**src/rtl/afifo_pkg.sv**
```systemverilog
package afifo_pkg;
    localparam int SMP_W  = 16;
    localparam int THR_W  = 6;
    localparam int NSRC   = 13;

    // interrupt source positions
    localparam int S_TX_EMPTY  = 0;
    localparam int S_TX_AEMPTY = 1;
    localparam int S_TX_FULL   = 2;
    localparam int S_TX_AFULL  = 3;
    localparam int S_TX_STARVE = 4;
    localparam int S_TX_OVF    = 5;
    localparam int S_RX_EMPTY  = 6;
    localparam int S_RX_AEMPTY = 7;
    localparam int S_RX_FULL   = 8;
    localparam int S_RX_AFULL  = 9;
    localparam int S_RX_STARVE = 10;
    localparam int S_RX_OVF    = 11;
    localparam int S_WORD      = 12;
    localparam logic [NSRC-1:0] STICKY_MASK = 13'b1_1100_0011_0000;

    // register word addresses
    localparam logic [2:0] A_CTRL = 3'd0;
    localparam logic [2:0] A_TXD  = 3'd1;
    localparam logic [2:0] A_RXD  = 3'd2;
    localparam logic [2:0] A_IEN  = 3'd3;
    localparam logic [2:0] A_IST  = 3'd4;
    localparam logic [2:0] A_FST  = 3'd5;
    localparam logic [2:0] A_CLR  = 3'd6;

    typedef struct packed {
        logic [THR_W-1:0] tx_thr;
        logic [THR_W-1:0] rx_thr;
        logic             rx_dma;
        logic             tx_dma;
        logic             rx_en;
        logic             tx_en;
    } ctrl_t;
endpackage

```
**src/rtl/afifo_store.sv**
```systemverilog
module afifo_store #(
    parameter int DEPTH  = 32,
    parameter int AE_LVL = 4,
    parameter int AF_LVL = 28,
    parameter int DW     = 16,
    localparam int AW    = $clog2(DEPTH),
    localparam int CW    = $clog2(DEPTH + 1)
) (
    input  logic          clk,
    input  logic          rst_n,
    input  logic          en,
    input  logic          push,
    input  logic [DW-1:0] push_data,
    input  logic          pop,
    output logic [DW-1:0] head,
    output logic [CW-1:0] count,
    output logic          empty,
    output logic          aempty,
    output logic          full,
    output logic          afull,
    output logic          push_ok,
    output logic          pop_ok,
    output logic          ovf_evt,
    output logic          starve_evt
);
    typedef struct packed {
        logic [AW-1:0] wp;
        logic [AW-1:0] rp;
        logic [CW-1:0] cnt;
    } st_t;

    st_t st_d, st_q;
    logic [DW-1:0] mem_q [DEPTH];

    function automatic logic [AW-1:0] ptr_inc(input logic [AW-1:0] p);
        return (p == AW'(DEPTH - 1)) ? '0 : p + 1'b1;
    endfunction

    assign count  = st_q.cnt;
    assign empty  = (st_q.cnt == '0);
    assign full   = (st_q.cnt == CW'(DEPTH));
    assign aempty = (st_q.cnt <= CW'(AE_LVL));
    assign afull  = (st_q.cnt >= CW'(AF_LVL));
    assign head   = mem_q[st_q.rp];

    assign push_ok    = en && push && !full;
    assign pop_ok     = en && pop && !empty;
    assign ovf_evt    = en && push && full;
    assign starve_evt = en && pop && empty;

    always_comb begin
        st_d = st_q;
        if (!en) begin
            st_d = '0;
        end else begin
            if (push_ok) st_d.wp = ptr_inc(st_q.wp);
            if (pop_ok)  st_d.rp = ptr_inc(st_q.rp);
            case ({push_ok, pop_ok})
                2'b10:   st_d.cnt = st_q.cnt + 1'b1;
                2'b01:   st_d.cnt = st_q.cnt - 1'b1;
                default: st_d.cnt = st_q.cnt;
            endcase
        end
    end

    always_ff @(posedge clk) begin
        if (!rst_n) st_q <= '0;
        else        st_q <= st_d;
    end

    always_ff @(posedge clk) begin
        if (push_ok) mem_q[st_q.wp] <= push_data;
    end

    assert_cnt_bound_R6: assert property (@(posedge clk) disable iff (!rst_n)
        st_q.cnt <= CW'(DEPTH));
    assert_drop_full_R4: assert property (@(posedge clk) disable iff (!rst_n)
        (en && push && full && !pop) |=> (st_q.cnt == $past(st_q.cnt)));
    assert_flush_off_R11: assert property (@(posedge clk) disable iff (!rst_n)
        (!en) |=> (st_q.cnt == '0));
endmodule

```
**src/rtl/afifo_irq.sv**
```systemverilog
module afifo_irq #(
    parameter int              NSRC   = 13,
    parameter logic [NSRC-1:0] STICKY = '0
) (
    input  logic            clk,
    input  logic            rst_n,
    input  logic [NSRC-1:0] level,
    input  logic [NSRC-1:0] set_evt,
    input  logic            clear,
    input  logic [NSRC-1:0] src_en,
    input  logic            glob_en,
    output logic [NSRC-1:0] status,
    output logic            pending,
    output logic            irq
);
    typedef struct packed {
        logic [NSRC-1:0] sticky;
        logic            pend;
    } st_t;

    st_t st_d, st_q;

    assign status  = (level & ~STICKY) | st_q.sticky;
    assign pending = st_q.pend;
    assign irq     = st_q.pend && glob_en;

    always_comb begin
        st_d = st_q;
        if (clear) begin
            st_d = '0;
        end else begin
            st_d.sticky = st_q.sticky | (set_evt & STICKY);
            st_d.pend   = st_q.pend | (|(status & src_en));
        end
    end

    always_ff @(posedge clk) begin
        if (!rst_n) st_q <= '0;
        else        st_q <= st_d;
    end

    assert_clear_drops_R10: assert property (@(posedge clk) disable iff (!rst_n)
        clear |=> !pending);
    assert_pend_sets_R9: assert property (@(posedge clk) disable iff (!rst_n)
        ((|(status & src_en)) && !clear) |=> pending);

    for (genvar i = 0; i < NSRC; i++) begin : g_hold
        if (STICKY[i]) begin : g_s
            assert_sticky_latch_R12: assert property (@(posedge clk) disable iff (!rst_n)
                (set_evt[i] && !clear) |=> status[i]);
        end
    end
endmodule

```
**src/rtl/audio_fifo_ctrl.sv**
```systemverilog
module audio_fifo_ctrl
    import afifo_pkg::*;
#(
    parameter int DEPTH  = 32,
    parameter int AE_LVL = 4,
    parameter int AF_LVL = 28
) (
    input  logic             clk,
    input  logic             rst_n,
    input  logic             reg_wr,
    input  logic             reg_rd,
    input  logic [2:0]       reg_addr,
    input  logic [31:0]      reg_wdata,
    output logic [31:0]      reg_rdata,
    input  logic             tx_take,
    output logic [SMP_W-1:0] tx_word,
    output logic             tx_word_ok,
    input  logic             rx_give,
    input  logic [SMP_W-1:0] rx_word,
    output logic             dma_tx_req,
    output logic             dma_rx_req,
    output logic             irq
);
    localparam int CW = $clog2(DEPTH + 1);

    typedef struct packed {
        ctrl_t           ctrl;
        logic [NSRC-1:0] ien;
        logic            gie;
    } regs_t;

    regs_t r_d, r_q;

    // index 0 = TX, 1 = RX
    logic [1:0]            f_en, f_push, f_pop;
    logic [1:0][SMP_W-1:0] f_din, f_head;
    logic [1:0][CW-1:0]    f_cnt;
    logic [1:0]            f_empty, f_aempty, f_full, f_afull;
    logic [1:0]            f_push_ok, f_pop_ok, f_ovf, f_starve;

    logic            wr_clear;
    logic [NSRC-1:0] lvl, evt, ist;
    logic            pend;

    assign f_en   = {r_q.ctrl.rx_en, r_q.ctrl.tx_en};
    assign f_push = {rx_give, reg_wr && (reg_addr == A_TXD)};
    assign f_pop  = {reg_rd && (reg_addr == A_RXD), tx_take};
    assign f_din  = {rx_word, reg_wdata[SMP_W-1:0]};

    for (genvar g = 0; g < 2; g++) begin : g_dir
        afifo_store #(
            .DEPTH(DEPTH), .AE_LVL(AE_LVL), .AF_LVL(AF_LVL), .DW(SMP_W)
        ) u_fifo (
            .clk(clk), .rst_n(rst_n), .en(f_en[g]),
            .push(f_push[g]), .push_data(f_din[g]), .pop(f_pop[g]),
            .head(f_head[g]), .count(f_cnt[g]),
            .empty(f_empty[g]), .aempty(f_aempty[g]),
            .full(f_full[g]), .afull(f_afull[g]),
            .push_ok(f_push_ok[g]), .pop_ok(f_pop_ok[g]),
            .ovf_evt(f_ovf[g]), .starve_evt(f_starve[g])
        );
    end

    always_comb begin
        lvl = '0;
        evt = '0;
        lvl[S_TX_EMPTY]  = f_empty[0];
        lvl[S_TX_AEMPTY] = f_aempty[0];
        lvl[S_TX_FULL]   = f_full[0];
        lvl[S_TX_AFULL]  = f_afull[0];
        lvl[S_RX_EMPTY]  = f_empty[1];
        lvl[S_RX_AEMPTY] = f_aempty[1];
        lvl[S_RX_FULL]   = f_full[1];
        lvl[S_RX_AFULL]  = f_afull[1];
        evt[S_TX_STARVE] = f_starve[0];
        evt[S_TX_OVF]    = f_ovf[0];
        evt[S_RX_STARVE] = f_starve[1];
        evt[S_RX_OVF]    = f_ovf[1];
        evt[S_WORD]      = f_pop_ok[0] || f_push_ok[1];
    end

    assign wr_clear = reg_wr && (reg_addr == A_CLR);

    afifo_irq #(.NSRC(NSRC), .STICKY(STICKY_MASK)) u_irq (
        .clk(clk), .rst_n(rst_n), .level(lvl), .set_evt(evt),
        .clear(wr_clear), .src_en(r_q.ien), .glob_en(r_q.gie),
        .status(ist), .pending(pend), .irq(irq)
    );

    always_comb begin
        r_d = r_q;
        if (reg_wr && reg_addr == A_CTRL) begin
            r_d.ctrl.tx_en  = reg_wdata[0];
            r_d.ctrl.rx_en  = reg_wdata[1];
            r_d.ctrl.tx_dma = reg_wdata[2];
            r_d.ctrl.rx_dma = reg_wdata[3];
            r_d.ctrl.rx_thr = reg_wdata[12:7];
            r_d.ctrl.tx_thr = reg_wdata[18:13];
        end
        if (reg_wr && reg_addr == A_IEN) begin
            r_d.ien = reg_wdata[NSRC-1:0];
            r_d.gie = reg_wdata[16];
        end
    end

    always_ff @(posedge clk) begin
        if (!rst_n) r_q <= '0;
        else        r_q <= r_d;
    end

    always_comb begin
        reg_rdata = '0;
        case (reg_addr)
            A_CTRL: begin
                reg_rdata[0]     = r_q.ctrl.tx_en;
                reg_rdata[1]     = r_q.ctrl.rx_en;
                reg_rdata[2]     = r_q.ctrl.tx_dma;
                reg_rdata[3]     = r_q.ctrl.rx_dma;
                reg_rdata[12:7]  = r_q.ctrl.rx_thr;
                reg_rdata[18:13] = r_q.ctrl.tx_thr;
            end
            A_RXD: if (!f_empty[1]) reg_rdata[16:0] = {1'b1, f_head[1]};
            A_IEN: begin
                reg_rdata[NSRC-1:0] = r_q.ien;
                reg_rdata[16]       = r_q.gie;
            end
            A_IST: reg_rdata[NSRC:0] = {pend, ist};
            A_FST: begin
                reg_rdata[19:14] = 6'(f_cnt[0]);
                reg_rdata[13:10] = {f_empty[0], f_aempty[0], f_full[0], f_afull[0]};
                reg_rdata[9:4]   = 6'(f_cnt[1]);
                reg_rdata[3:0]   = {f_empty[1], f_aempty[1], f_full[1], f_afull[1]};
            end
            default: reg_rdata = '0;
        endcase
    end

    assign tx_word    = f_head[0];
    assign tx_word_ok = !f_empty[0];
    assign dma_tx_req = r_q.ctrl.tx_en && r_q.ctrl.tx_dma &&
                        (int'(f_cnt[0]) <= int'(r_q.ctrl.tx_thr));
    assign dma_rx_req = r_q.ctrl.rx_en && r_q.ctrl.rx_dma &&
                        (int'(f_cnt[1]) >= int'(r_q.ctrl.rx_thr));

    assert_rx_dma_data_R8: assert property (@(posedge clk) disable iff (!rst_n)
        (dma_rx_req && r_q.ctrl.rx_thr != '0) |-> !f_empty[1]);
    assert_tx_word_ok_R2: assert property (@(posedge clk) disable iff (!rst_n)
        (tx_word_ok && tx_take) |-> dma_tx_req || !r_q.ctrl.tx_dma ||
        (int'(f_cnt[0]) > int'(r_q.ctrl.tx_thr)));
endmodule

```
**config.mk**
```make
export PLATFORM = sky130hd
export DESIGN_NAME = audio_fifo_ctrl
export DESIGN_NICKNAME = d
export VERILOG_FILES = /design/src/rtl/afifo_pkg.sv /design/src/rtl/afifo_store.sv /design/src/rtl/afifo_irq.sv /design/src/rtl/audio_fifo_ctrl.sv
export SDC_FILE = /design/constraint.sdc
export NUM_CORES = 1
export LEC_CHECK = 0
export BUFFER_PORTS_ARGS = -buffer_cell sky130_fd_sc_hd__buf_2
export CELL_PAD_IN_SITES_DETAIL_PLACEMENT = 0
export CELL_PAD_IN_SITES_GLOBAL_PLACEMENT = 1
export CORE_MARGIN = 2
export CORE_UTILIZATION = 34
export CTS_CLUSTER_DIAMETER = 40
export CTS_CLUSTER_SIZE = 30
export DETAILED_ROUTE_END_ITERATION = 16
export GPL_ROUTABILITY_DRIVEN = 0
export PLACE_DENSITY_LB_ADDON = 0.1
export SLEW_MARGIN = 20
export SYNTH_ARGS = -nofsm -noshare
export SYNTH_HDL_FRONTEND = slang
export SYNTH_HIERARCHICAL = 1
export SYNTH_SLANG_ARGS = --single-unit
```
**constraint.sdc**
```tcl
create_clock -name clk -period 5.05 [get_ports clk]
set_input_delay 1.01 -clock clk [delete_from_list [all_inputs] [get_ports clk]]
set_output_delay 1.01 -clock clk [all_outputs]
set_load 0.02 [all_outputs]
```
==> results.cfg <==
[run_status]
outcome = complete, no violations

[timing]
max_freq_ghz = 0.210
worst_pin_slew_ns = 1.15
finalSetupViolations = 0
fin_crit_sh_pct = 94.3
tns_ns = 0
hold_viol = 0
slew_viol_final = 0
rsz0062_at_grt = no
fin_worst_skew_ns = 0.0195
slew_headroom_pct = 23.4
period_needed_ns = 4.76

[synthesis]
synthXorXnorAreaFrac_pct = 0.0804
async_reset_ff_share_pct = 0
ys.flop_type = edfxtp_1
synth_fa_ha_area_share_pct = 0.862
syn_avg_cell_area_um2 = 19.2
synth_top_area_share_pct = 70.6
synth_edf_count = 1024
seq_area_frac_synth_pct = 74.2
synth-seq-cells = 1102
yosysTopAreaCell = edfxtp_1
ys_warn_count = 6
syn_inst = 2266
synth_top_family_by_area = multiplexers
synthesis.area_mm2 = 0.0436
synth-simple-area-share_pct = 4.50
synth_area_leaders = edfxtp_1 71%, mux4_2 13%, dfxtp_1 3.6%
synthMuxAreaShare_pct = 13.6
ys_types = 77
synth_compound_area_share_pct = 4.63

[worst_setup_path]
reg2reg_slack_ns = 1.39
worstSetupPathType = register to output port
crit_path_end = reg_rdata[12]
r2r_start = g_dir[0].u_fifo/count[2]$_SDFFE_PN0P_
endpoint_kind = output port
cp_data_arrival_time_ns = 3.75
cpPeakStageDelay_ns = 0.60
worstPathCellList = buf_12 > buf_4 > mux4_2 > o22ai_1 > nor4_1 > a222oi_1 > o21ai_0 > buf_2
cpMaxStageDelayCell = dfxtp_4
rr_endpoint = g_dir[0].u_fifo/count[4]$_SDFFE_PN0P_
critPathLaunchType = register
r2r_cells = 11
path_max_fanout = 27
required_ns = 4.04

[routing]
wl_per_cell_um = 27.6
vias_per_cell = 5.23
totalWireLength_um = 118000
drtAntennaViolNets = 0
dr_total_vias = 22300
drt_pass1_iterations = 5
first_iter_violations = 1812
drc = 0

[power]
power_frac_comb_pct = 1.2
p_int_uw = 17100
powerDensity_mw_per_mm2 = 416
switchingPower_uw = 4440
power.share.switching_pct = 20.7
pwr-share-seq_pct = 46.4
irDropWorstVdd_uv = 346
p_leak_uw = 0.0161
pwr-share-clk_pct = 52.3

[layout]
area_delta_synth_final_pct = 18.7
layout.cells.non_filler = 4263
final_common_cell = edfxtp_1
nets = 2555
postLayoutCellArea_mm2 = 0.0517
layout_common_cells = 1024 x edfxtp_1, 256 x mux4_2, 165 x clkbuf_16
fillerInstances = 11400
layout-drive-gt1-share_pct = 29.1

[clock_network]
h-tree-depth = 4
cts_buffers = 160
cts_root_buf = clkbuf_16
cts.path.max_buffers = 3
cts_tree = built
holdBufCountCts = 0
clk_latency_ns = 0.76
clk_pin_slew_worst_paths_ns = 0.05
cts.sinks = 1102
cts_post_setup_buffers_inserted = 0
post_cts_resized = 0

[floorplanning]
dieArea_mm2 = 0.131
core_mm2 = 0.127
start_util_pct = 34.2
std_cell_rows = 131
ios = 109
die_y_um = 362
die_w_um = 362

[placed_design]
place_area_mm2 = 0.0462
placedCellCount = 3968
dp_hpwl_um = 70900
io_buffers = 83

[grt]
track_usage_pct = 18.0
grt_pass1_vias = 23400
overflow = 0
grt_pass1_wl_um = 168000
antenna_found_initial = 3
grt_start_max_net_pins = 48

[hold_path]
hp-class = register to register

[run]
drv_cap = 0
==> layer usage <==
| metal | track usage (%) | up-vias | share of wire (%) |
|---|---|---|---|
| met5 | 0 | - | 0 |
| met4 | 5.23 | 0 | 2.1 |
| met3 | 3.05 | 170 | 4.0 |
| met2 | 31.9 | 490 | 52 |
| met1 | 22.6 | 11800 | 42 |
| li1 | - | 9790 | - |
==> stage by stage <==
stage	total power (uW)	utilization [%]	setup WS, ns	hold slack, ns
6_report	21500	40.6	0.287	0.480
5_1_grt	22200	40.6	0.0232	0.483
4_1_cts	21800	40.6	0.0793	0.449
3_5_place_dp	10400	36.3	0.738	0.472
3_3_place_gp	10400	36.3	0.821	0.471
2_1_floorplan	10200	-	1.13	0.444
==> worst min-delay path by stage <==
stage                      endpoint  depth (start not counted)  slack (ns)                  from
2_1_floorplan   r_q[0]$_SDFFE_PN0P_                          2        0.44   r_q[0]$_SDFFE_PN0P_
3_3_place_gp   r_q[13]$_SDFFE_PN0P_                          2        0.47  r_q[13]$_SDFFE_PN0P_
3_5_place_dp    r_q[8]$_SDFFE_PN0P_                          2        0.47   r_q[8]$_SDFFE_PN0P_
4_1_cts        r_q[29]$_SDFFE_PN0P_                          3        0.45         reg_wdata[18]
5_1_grt         r_q[0]$_SDFFE_PN0P_                          3        0.48         reg_wdata[16]
6_report       r_q[19]$_SDFFE_PN0P_                          2        0.48  r_q[19]$_SDFFE_PN0P_
==> registers in the layout, summed over array words and instances, names as in the netlist, named ones only <==
name / cells
g_dir.u_fifo/count: 12
g_dir.u_fifo/mem_q: 1024
f_en: 2
r_q: 28
u_irq/st_q: 5
g_dir.u_fifo/st_q: 20
u_irq/pending: 1
==> layout make-up <==
class                      instances  area, um2  area share [%]
clock inverter                   115       1270            2.45
inverter                          27        104           0.201
multi-input combinational        990      10400            20.2
clock buffer                     176       4170            8.07
timing repair buffer             187       1300            2.52
sequential                      1102      32300            62.5
antenna                            4       10.0          0.0194
tap                             1662       2080            4.02
==> cell families after synthesis <==
family	Yosys count
AO/OA/AOI/OAI	300
XOR/XNOR	4
adder cells (fa/ha/maj)	30
buffers and inverters	185
flip-flops	1102
multiplexers	271
other	1
AND/OR/NAND/NOR	373
==> power groups by stage <==
stage / Combinational, uW / Sequential [uW] / Clock, uW
after floorplan: 70.8 / 10200 / 0
after global placement: 255 / 10200 / 0
after detailed placement: 268 / 10200 / 0
final: 264 / 9990 / 11300
after global routing: 286 / 9980 / 11900
after CTS: 269 / 9980 / 11500
==> cells in the mapped netlist (all sizes together) (6+ instances only) <==
| library cell | count |
|---|---|
| edfxtp | 1024 |
| mux4 | 256 |
| o22ai | 129 |
| nor2 | 113 |
| nand2 | 105 |
| buf | 91 |
| dfxtp | 78 |
| clkbuf | 67 |
| a21oi | 42 |
| nor4 | 35 |
| a21boi | 30 |
| ha | 30 |
| o21ai | 29 |
| inv | 27 |
| a22oi | 19 |
| nand3 | 16 |
| nand3b | 16 |
| mux2i | 13 |
| and3 | 11 |
| nand2b | 10 |
| or3 | 10 |
| nor3 | 9 |
| a22o | 8 |
| or3b | 8 |
| a222oi | 6 |
| a31oi | 6 |
| o31ai | 6 |
| or4 | 6 |
==> critical path: cells and delay by family (launching register included) <==
family | cells | cell delay [ns]
buf+inv | 3 | 0.77
simple gates | 1 | 0.17
compound gates | 3 | 0.87
flops | 1 | 0.60
mux | 1 | 0.53
No activity file was read; power rests on OpenSTA's default activity.
